[config.mk]
export PLATFORM = sky130hd
export DESIGN_NAME = dmac_host_regs
export DESIGN_NICKNAME = d
export VERILOG_FILES = /design/src/rtl/dmac_hif_pkg.sv /design/src/rtl/dmac_hif_wordregs.sv /design/src/rtl/dmac_hif_ctrlregs.sv /design/src/rtl/dmac_host_regs.sv
export SDC_FILE = /design/constraint.sdc
export NUM_CORES = 1
export LEC_CHECK = 0
export BUFFER_PORTS_ARGS = -buffer_cell sky130_fd_sc_hd__buf_2
export CAP_MARGIN = 20
export CORE_MARGIN = 2
export CORE_UTILIZATION = 45
export DETAILED_ROUTE_END_ITERATION = 10
export PLACE_DENSITY = 0.76
export SYNTH_ARGS = -nofsm -noshare
export SYNTH_HDL_FRONTEND = slang
export SYNTH_SLANG_ARGS = --single-unit
[constraint.sdc]
create_clock -name clk -period 1.8 [get_ports clk]
set_input_delay 0 -clock clk [delete_from_list [all_inputs] [get_ports clk]]
set_output_delay 0 -clock clk [all_outputs]
set_load 0.03 [all_outputs]
[src/rtl/dmac_hif_pkg.sv]
`timescale 1ns/1ps
package dmac_hif_pkg;
    localparam int NUM_CH = 4;
    localparam int CH_W   = $clog2(NUM_CH);
    localparam int BYTE_W = 8;
    localparam int WORD_W = 2 * BYTE_W;
    localparam int ADDR_W = 4;

    localparam logic [ADDR_W-1:0] P_STAT_CMD = 4'h8;
    localparam logic [ADDR_W-1:0] P_SWREQ    = 4'h9;
    localparam logic [ADDR_W-1:0] P_SMASK    = 4'hA;
    localparam logic [ADDR_W-1:0] P_MODE     = 4'hB;
    localparam logic [ADDR_W-1:0] P_FFCLR    = 4'hC;
    localparam logic [ADDR_W-1:0] P_MRST     = 4'hD;
    localparam logic [ADDR_W-1:0] P_ENALL    = 4'hE;
    localparam logic [ADDR_W-1:0] P_MMASK    = 4'hF;

    typedef enum logic [1:0] {XM_DEMAND, XM_SINGLE, XM_BLOCK, XM_CASCADE} xfer_kind_e;
    typedef enum logic [1:0] {XT_VERIFY, XT_TO_MEM, XT_FROM_MEM, XT_RSVD} xfer_type_e;

    // Field order matches the written mode byte bits [7:2]
    typedef struct packed {
        xfer_kind_e kind;
        logic       decr;
        logic       autoinit;
        xfer_type_e ttype;
    } chan_mode_t;

    typedef struct packed {
        logic            word_acc;
        logic            word_wr;
        logic [CH_W-1:0] ch;
        logic            is_cnt;
        logic            cmd_wr;
        logic            stat_rd;
        logic            req_wr;
        logic            smask_wr;
        logic            mode_wr;
        logic            ffclr;
        logic            mrst;
        logic            enall;
        logic            mmask_wr;
    } hif_stb_t;

    function automatic hif_stb_t decode_port(input logic [ADDR_W-1:0] a,
                                             input logic wr, input logic rd);
        hif_stb_t s;
        s.word_acc = (wr | rd) & ~a[ADDR_W-1];
        s.word_wr  = wr & ~a[ADDR_W-1];
        s.ch       = a[CH_W:1];
        s.is_cnt   = a[0];
        s.cmd_wr   = wr & (a == P_STAT_CMD);
        s.stat_rd  = rd & ~wr & (a == P_STAT_CMD);
        s.req_wr   = wr & (a == P_SWREQ);
        s.smask_wr = wr & (a == P_SMASK);
        s.mode_wr  = wr & (a == P_MODE);
        s.ffclr    = wr & (a == P_FFCLR);
        s.mrst     = wr & (a == P_MRST);
        s.enall    = wr & (a == P_ENALL);
        s.mmask_wr = wr & (a == P_MMASK);
        return s;
    endfunction
endpackage

[src/rtl/dmac_hif_wordregs.sv]
`timescale 1ns/1ps
module dmac_hif_wordregs
    import dmac_hif_pkg::*;
#(
    parameter int NCH = NUM_CH,
    parameter int W   = WORD_W
) (
    input  logic                clk,
    input  logic                rst,
    input  hif_stb_t            stb,
    input  logic [BYTE_W-1:0]   wdata,
    input  logic [NCH*W-1:0]    live_off,
    input  logic [NCH*W-1:0]    live_cnt,
    output logic [NCH*W-1:0]    base_off,
    output logic [NCH*W-1:0]    base_cnt,
    output logic [NCH-1:0]      off_ld,
    output logic [NCH-1:0]      cnt_ld,
    output logic [BYTE_W-1:0]   rd_byte
);
    localparam int HB = W - BYTE_W;

    logic ptr_hi;
    logic clr_all;
    assign clr_all = rst | stb.mrst;

    always_ff @(posedge clk) begin
        if (clr_all || stb.ffclr) ptr_hi <= 1'b0;
        else if (stb.word_acc)    ptr_hi <= ~ptr_hi;
    end

    for (genvar c = 0; c < NCH; c++) begin : g_ch
        logic [W-1:0] off_q, cnt_q;
        logic         off_ld_q, cnt_ld_q;
        logic         hit;
        assign hit = stb.word_wr && (int'(stb.ch) == c);

        always_ff @(posedge clk) begin
            if (clr_all) begin
                off_q <= '0; cnt_q <= '0; off_ld_q <= 1'b0; cnt_ld_q <= 1'b0;
            end else begin
                off_ld_q <= 1'b0;
                cnt_ld_q <= 1'b0;
                if (hit && !stb.is_cnt) begin
                    if (ptr_hi) begin off_q[W-1:HB] <= wdata; off_ld_q <= 1'b1; end
                    else        off_q[BYTE_W-1:0] <= wdata;
                end
                if (hit && stb.is_cnt) begin
                    if (ptr_hi) begin cnt_q[W-1:HB] <= wdata; cnt_ld_q <= 1'b1; end
                    else        cnt_q[BYTE_W-1:0] <= wdata;
                end
            end
        end
        assign base_off[c*W +: W] = off_q;
        assign base_cnt[c*W +: W] = cnt_q;
        assign off_ld[c] = off_ld_q;
        assign cnt_ld[c] = cnt_ld_q;
    end

    logic [W-1:0] rsel;
    always_comb begin
        rsel    = stb.is_cnt ? live_cnt[stb.ch*W +: W] : live_off[stb.ch*W +: W];
        rd_byte = ptr_hi ? rsel[W-1:HB] : rsel[BYTE_W-1:0];
    end

    logic unused_stb;
    assign unused_stb = ^{stb.cmd_wr, stb.stat_rd, stb.req_wr, stb.smask_wr,
                          stb.mode_wr, stb.enall, stb.mmask_wr};

    // every access of a word port flips the pointer
    a_r3_ptr_toggle: assert property (@(posedge clk) disable iff (rst)
        stb.word_acc |=> (ptr_hi != $past(ptr_hi)));
    // clear port forces low byte
    a_r3_ffclr_low: assert property (@(posedge clk) disable iff (rst)
        stb.ffclr |=> !ptr_hi);
    // at most one load strobe per cycle
    a_r2_single_strobe: assert property (@(posedge clk) disable iff (rst)
        $onehot0({off_ld, cnt_ld}));
    // an offset strobe follows a high-byte offset write
    a_r2_strobe_cause: assert property (@(posedge clk) disable iff (rst)
        (|off_ld) |-> $past(stb.word_wr && ptr_hi && !stb.is_cnt));
endmodule

[src/rtl/dmac_hif_ctrlregs.sv]
`timescale 1ns/1ps
module dmac_hif_ctrlregs
    import dmac_hif_pkg::*;
#(
    parameter int NCH = NUM_CH,
    localparam int CW = $clog2(NCH)
) (
    input  logic              clk,
    input  logic              rst,
    input  hif_stb_t          stb,
    input  logic [BYTE_W-1:0] wdata,
    input  logic [NCH-1:0]    hw_req,
    input  logic [NCH-1:0]    tc_evt,
    output logic [BYTE_W-1:0] cmd_q,
    output chan_mode_t        modes [NCH],
    output logic [NCH-1:0]    mask,
    output logic [NCH-1:0]    swreq,
    output logic [BYTE_W-1:0] status
);
    logic [NCH-1:0] tc_q;

    always_ff @(posedge clk) begin
        if (rst || stb.mrst) begin
            cmd_q <= '0;
            mask  <= '1;
            swreq <= '0;
            tc_q  <= '0;
            for (int i = 0; i < NCH; i++) modes[i] <= '0;
        end else begin
            if (stb.cmd_wr)   cmd_q <= wdata;
            if (stb.smask_wr) mask[wdata[CW-1:0]] <= wdata[2];
            if (stb.mmask_wr) mask <= wdata[NCH-1:0];
            if (stb.enall)    mask <= '0;
            if (stb.req_wr)   swreq[wdata[CW-1:0]] <= wdata[2];
            if (stb.mode_wr)  modes[wdata[CW-1:0]] <= chan_mode_t'(wdata[BYTE_W-1:2]);
            tc_q <= (stb.stat_rd ? '0 : tc_q) | tc_evt;
        end
    end

    assign status = {hw_req | swreq, tc_q};

    logic unused_stb;
    assign unused_stb = ^{stb.word_acc, stb.word_wr, stb.ch, stb.is_cnt, stb.ffclr};

    // master reset restores masks, command and requests
    a_r11_reset_state: assert property (@(posedge clk) disable iff (rst)
        stb.mrst |=> (mask == '1 && cmd_q == '0 && swreq == '0 && tc_q == '0));
    // enable-all clears every mask
    a_r6_enable_all: assert property (@(posedge clk) disable iff (rst)
        stb.enall |=> (mask == '0));
    // single-mask write lands on the addressed channel
    a_r5_single_mask: assert property (@(posedge clk) disable iff (rst)
        stb.smask_wr |=> (mask[$past(wdata[CW-1:0])] == $past(wdata[2])));
    // flags are sticky without a status read
    a_r9_tc_hold: assert property (@(posedge clk) disable iff (rst)
        (!stb.stat_rd && !stb.mrst) |=> ((tc_q & $past(tc_q)) == $past(tc_q)));
    // status read leaves only coincident events
    a_r9_tc_clear: assert property (@(posedge clk) disable iff (rst)
        (stb.stat_rd && !stb.mrst) |=> (tc_q == $past(tc_evt)));
endmodule

[src/rtl/dmac_host_regs.sv]
`timescale 1ns/1ps
module dmac_host_regs
    import dmac_hif_pkg::*;
(
    input  logic                     clk,
    input  logic                     rst,
    input  logic [ADDR_W-1:0]        io_addr,
    input  logic                     io_wr,
    input  logic                     io_rd,
    input  logic [BYTE_W-1:0]        io_wdata,
    output logic [BYTE_W-1:0]        io_rdata,
    input  logic [NUM_CH-1:0]        dreq_in,
    input  logic [NUM_CH-1:0]        tc_in,
    input  logic [NUM_CH*WORD_W-1:0] live_off,
    input  logic [NUM_CH*WORD_W-1:0] live_cnt,
    output logic [NUM_CH*WORD_W-1:0] base_off,
    output logic [NUM_CH*WORD_W-1:0] base_cnt,
    output logic [NUM_CH-1:0]        off_load,
    output logic [NUM_CH-1:0]        cnt_load,
    output logic [NUM_CH-1:0]        chan_mask,
    output logic [NUM_CH-1:0]        soft_req,
    output logic [BYTE_W-1:0]        cmd_word,
    output logic [2*NUM_CH-1:0]      mode_kind,
    output logic [2*NUM_CH-1:0]      mode_type,
    output logic [NUM_CH-1:0]        mode_autoinit,
    output logic [NUM_CH-1:0]        mode_decr,
    output logic                     chan_reset
);
    hif_stb_t          stb;
    logic [BYTE_W-1:0] word_byte, status;
    chan_mode_t        modes [NUM_CH];

    assign stb = decode_port(io_addr, io_wr, io_rd);

    dmac_hif_wordregs #(.NCH(NUM_CH), .W(WORD_W)) u_words (
        .clk(clk), .rst(rst), .stb(stb), .wdata(io_wdata),
        .live_off(live_off), .live_cnt(live_cnt),
        .base_off(base_off), .base_cnt(base_cnt),
        .off_ld(off_load), .cnt_ld(cnt_load), .rd_byte(word_byte)
    );

    dmac_hif_ctrlregs #(.NCH(NUM_CH)) u_ctrl (
        .clk(clk), .rst(rst), .stb(stb), .wdata(io_wdata),
        .hw_req(dreq_in), .tc_evt(tc_in), .cmd_q(cmd_word), .modes(modes),
        .mask(chan_mask), .swreq(soft_req), .status(status)
    );

    for (genvar c = 0; c < NUM_CH; c++) begin : g_mode
        assign mode_kind[2*c +: 2] = modes[c].kind;
        assign mode_type[2*c +: 2] = modes[c].ttype;
        assign mode_autoinit[c]    = modes[c].autoinit;
        assign mode_decr[c]        = modes[c].decr;
    end

    always_ff @(posedge clk) begin
        if (rst) chan_reset <= 1'b0;
        else     chan_reset <= stb.mrst;
    end

    always_comb begin
        io_rdata = '0;
        if (io_rd) begin
            if (!io_addr[ADDR_W-1])        io_rdata = word_byte;
            else if (io_addr == P_STAT_CMD) io_rdata = status;
        end
    end

    // the channel reset pulse lasts one cycle after a single reset write
    a_r11_pulse_once: assert property (@(posedge clk) disable iff (rst)
        (chan_reset && !stb.mrst) |=> !chan_reset);
    // strobe-port reads return zero
    a_r12_read_zero: assert property (@(posedge clk) disable iff (rst)
        (io_rd && io_addr[ADDR_W-1] && io_addr != P_STAT_CMD) |-> (io_rdata == '0));
endmodule

# Yosys cells after proc, flatten, opt, wreduce, memory -nomap -nowiden
# Cells that the tools add are included.
# word_totals
in_bits	152
wordCells	151
out_inout_bits	185
memories	0
ramBits	0
regBits	182
latchBits	0
rom_bits	0
# classes
magnitude_cmp	4
div_mod_pow	0
multipliers	0
bitwise	28
eq_ne	11
n_addsub	0
shifts	2
muxes	17
n_reduce_logical	43
# ops
operator	count
$shiftx A64 B7 Y16	2
$eq A4 B4 Y1 const B	8
$mux W8	4
$reduce_and A2 Y1	16
$bwmux W24	1
$mux W16	1
$mux W4	4
$reduce_or A2 Y1	8
$logic_and A1 B1 Y1	14
$and A1 B1 Y1	12
$demux W6 S2	1
$not A1 Y1	11
$bwmux W4	2
$or A4 B4 Y4	2
$mux W6	1
$eq A2 B2 Y1 const B	2
$ge A3 B3 Y1 const B	1
$lt A2 B3 Y1 const B	1
$lt A3 B1 Y1 const B	1
$not A2 Y3	1
$reduce_bool A3 Y1	1
$demux W1 S2	1
$eq A2 B1 Y1 const B	1
$ge A2 B1 Y1 const B	1
other kinds (5)	8

# Logic depth before layout (Yosys ltp)
# depth
word_depth	8
mapped_depth	7

# Hierarchy
# Synthesis repeated with hierarchy kept, for this count alone.
# hier_totals
hier_cells	771
area_unflattened_um2	7883.8
# by_module_without_submodules
module	n_inst	cells_per_inst	seq_area_each_um2	area_per_inst_um2
dmac_hif_wordregs	1	567	2742.6	5939.4
dmac_hif_ctrlregs	1	172	880.8	1701.6
dmac_host_regs	1	32	20.0	242.7

# Least setup slack after synthesis
# OpenSTA, ideal clock, no wires.
# synth_timing
path_kind	flip-flop to output port
from	register u_words.ptr_hi
to	output io_rdata[6]
arrival_time_ns	1.602
stages_incl_launch_ff	5
t_required_ns	1.800
path_slack_ns	0.198
path_buffers	2
path_cell_list	dfxtp_1 -> buf_2 -> or3b_2 -> buf_1 -> o211ai_1
# synth_via
elab_chain_cells	3
# synth_lines
item	line_no	source
from (decl)	dmac_hif_wordregs.sv:22	logic ptr_hi;
from (signal assigned)	dmac_hif_wordregs.sv:28	else if (stb.word_acc) ptr_hi <= ~ptr_hi;
$mux W8	dmac_hif_wordregs.sv:62	rd_byte = ptr_hi ? rsel[W-1:HB] : rsel[BYTE_W-1:0];
$mux W8	dmac_host_regs.sv:63	if (!io_addr[ADDR_W-1]) io_rdata = word_byte;
$mux W8	dmac_host_regs.sv:62	if (io_rd) begin
to (decl)	dmac_host_regs.sv:11	output logic [BYTE_W-1:0] io_rdata,
# No other way between the ends.

# Worst setup path after layout
# layout_timing
from	register u_words.ptr_hi
to	output io_rdata[0]
# Same word-level chain as after synthesis.

==> impl_metrics.csv <==
group,metric,value,unit
status,status,"completed",
worst_setup_path,reg2reg_to,"u_words.g_ch[2].off_q[12]$_SDFFE_PP0P_",
route,vias_per_cell,5.466,
route,ant_nets,0,
placed_design,placed_cell_area,0.01004,mm^2
run,max-cap-violations,0,
power,intPower,6.736,mW
worst_setup_path,worstSetupEndpointType,"output pin",
worst_setup_path,worstReg2RegStart,"u_words.ptr_hi$_SDFFE_PP0P_",
synth,syn_area,0.008093,mm^2
clocking,cts_max_path_buffers,2,
timing,max_freq,0.5572,GHz
worst_setup_path,startpoint,"u_words.ptr_hi$_SDFFE_PP0P_",
hold_path,hold_start,"io_wdata[1]",
synth,async_reset_ff_share,0,%
timing,setup_viol,0,
timing,slew-limit-headroom,55.04,%
worst_setup_path,critPathArrivalTime,1.79,ns
grt,grt_pass1_vias,7634,
placed_design,place_ws,-0.07028,ns
clocking,cts.sinks,182,
floorplanning,core,0.01778,mm^2
synth,synth_ff_type,"dfxtp_1",
grt,grt_max_degree,41,
clocking,cts_tree,"built",
synth,syn_inst,913,
clocking,path_clk_slew,0.07,ns
grt,grt_overflow,0,
route,avgRoutedWirePerCell,18.44,um
worst_setup_path,crit_type,"reg2out",
synth,synth_cell_types,50,
final_layout,stdcell_area,0.01080,mm^2
power,power.total,9.081,mW
final_layout,fin_nets,1381,
grt,antenna_found_initial,0,
route,dr.pass1.iters,5,
timing,period_minus_slack,1.795,ns
power,pwr-share-comb,12.1,%
floorplanning,fp.dieArea,0.01907,mm^2
final_layout,drive_above_1_share,38.00,%
timing,rsz0062_at_grt,"true",
hold_path,min_delay_path_depth,3,
clocking,insertion_delay,0.43,ns
timing,hold_ws,0.01407,ns
final_layout,fin_cells,1471,
worst_setup_path,cp-start-kind,"flip-flop",
hold_path,hold_path_class,"in2reg",
worst_setup_path,worstPathRequired,1.80,ns
synth,postSynthAreaPerCell,8.864,um^2
synth,seq_area_frac_synth,45.02,%
timing,worstMarginPinSlew,0.6744,ns
worst_setup_path,crit_fanout,8,
clocking,cts_root_buf,"clkbuf_16",
timing,drv_slew,0,
hold_path,hold_end,"u_words.g_ch[0].off_q[1]$_SDFFE_PP0P_",
timing,final.period_utilization,99.70,%
power,p_seq_share,45.0,%
route,drt_iter0_drc,539,
placed_design,portBuffers,336,
power,ir_worst_vdd,0.7399,mV
clocking,htree_levels,4,
timing,setup_tns,0,ns
power,power_switching,2.345,mW
floorplanning,dieWidth,138.1,um
synth,ys.warnings.count,0,
floorplanning,row_count,49,
floorplanning,ios,337,
power,swShare,25.83,%
synth,synth_nets,1065,
placed_design,post-place-cells,1430,
final_layout,final_core_util,60.72,%
route,wirelength,27.13,mm
route,drc,0,
final_layout,diodes,0,
final_layout,final_common_cell,"buf_2",
floorplanning,initial_utilization,45.52,%
power,powerDensity,841.1,mW/mm^2
synth,synth_edf_count,0,
clocking,cts_buffers,17,
worst_setup_path,reg2reg_slack,0.23,ns
power,pwr-share-clk,42.9,%
timing,finalHoldViolCount,0,
final_layout,n_fill_cell,1552,
grt,grtUsageTotal,27.36,%
route,vias,8041,
power,leakage,4.806,nW
placed_design,gp_congestion,0.9226,
final_layout,area_delta_synth_final,33.41,%
timing,finClkSkew,0.01374,ns
final_layout,layout_common_cells,"buf_2, dfxtp_1, nand2_1",
synth,ys_ff_latch,182,
floorplanning,fp.dieH,138.1,um
worst_setup_path,reg2reg_depth,4,
timing,worst_slack,0.005398,ns
grt,grt_pass1_wl,41.67,mm
placed_design,dp_hpwl,19.70,mm
[final cells by class]
class                      count  area (um^2)  area share (%)
multi-input combinational    632         3989           36.95
sequential                   182         3647           33.78
timing repair buffer         391         2236           20.71
clock buffer                  17        425.4           3.940
tap                          229        286.5           2.654
clock inverter                15        193.9           1.796
inverter                       5        18.77          0.1738
[state kept, by name, indices dropped and copies added (netlist names)]
| name | flops |
|---|---|
| u_ctrl.mask | 4 |
| u_words.ptr_hi | 1 |
| u_ctrl.cmd_q | 8 |
| u_words.g_ch.off_q | 64 |
| u_words.g_ch.off_ld_q | 4 |
| chan_reset | 1 |
| u_words.g_ch.cnt_q | 64 |
| u_ctrl.swreq | 4 |
| u_ctrl.tc_q | 4 |
| u_words.g_ch.cnt_ld_q | 4 |
| u_ctrl.modes | 24 |
[critical path, cell delays in order, from the launching register on]
cell and delay [ns]:
dfxtp_4 0.38, or3b_4 0.48, nor2_2 0.16, a221o_1 0.20, buf_6 0.15
[cells by family after synthesis]
family,share of synthesized area [%]
AOI/OAI and AO/OA,11.19
xor gates and xnor gates,0.1082
buffers and inverters,6.153
DFF,45.02
muxes,17.08
and+or+nand+nor,20.44
[Yosys cell counts (2+ instances only)]
master    count  area [um^2]
dfxtp_1     182         3643
o21bai_1      2        15.01
o21ai_0      15        75.07
nor2_1       84        315.3
clkbuf_1     33        123.9
a21oi_1     103        515.5
nand2_1     114        427.9
and4bb_2      2        25.02
mux2_2       17        191.4
mux2i_1      92        920.9
nor2b_1       9        56.30
a21o_1        2        15.01
nand3_1     105        525.5
nand4_1       2        12.51
nor3_2        3        30.03
o22ai_1       8        50.05
a22oi_1       3        22.52
a221o_1       8        80.08
nor2_2        3        18.77
inv_1         5        18.77
nand2b_1      6        37.54
buf_4        18        135.1
buf_2        41        205.2
nor3_1        8        40.04
mux4_2       12        270.3
a211oi_1      9        67.56
o211ai_1      4        30.03
[per-layer routing]
layer,track usage (%),vias up,part of all wire [%]
met5,0,-,0
met3,7.516,71,7.5
met2,46.61,377,50
li1,-,3810,-
met4,11.28,0,3.3
met1,32.70,3783,40
[worst max-delay path by stage]
stage               cells past startpoint          end  slack, ns
floorplan                               4  io_rdata[6]       0.20
global placement                        6  io_rdata[0]      -0.02
detailed placement                      6  io_rdata[0]      -0.07
CTS                                     4  io_rdata[0]      0.001
global route                            5  io_rdata[4]      -0.03
finish                                  4  io_rdata[0]      0.005
[power groups by stage]
stage / clock, mW / sequential, mW / combinational [mW]
CTS: 3.95 / 4.09 / 1.08
global route: 4.12 / 4.09 / 1.17
detailed placement: 0 / 4.18 / 1.05
finish: 3.89 / 4.09 / 1.10
global placement: 0 / 4.18 / 1.04
floorplan: 0 / 4.23 / 0.572
[repair_timing]
action                                 in CTS  in global routing
setup endpoints to repair                   8                  6
resized for setup                           8                 12
cloned                                      0                  0
hold buffers                                7                  0
endpoints found under the hold margin       9                  0
pin swaps                                   2                  3
buffers inserted                            2                  0
(Power assumes the default switching activity.)
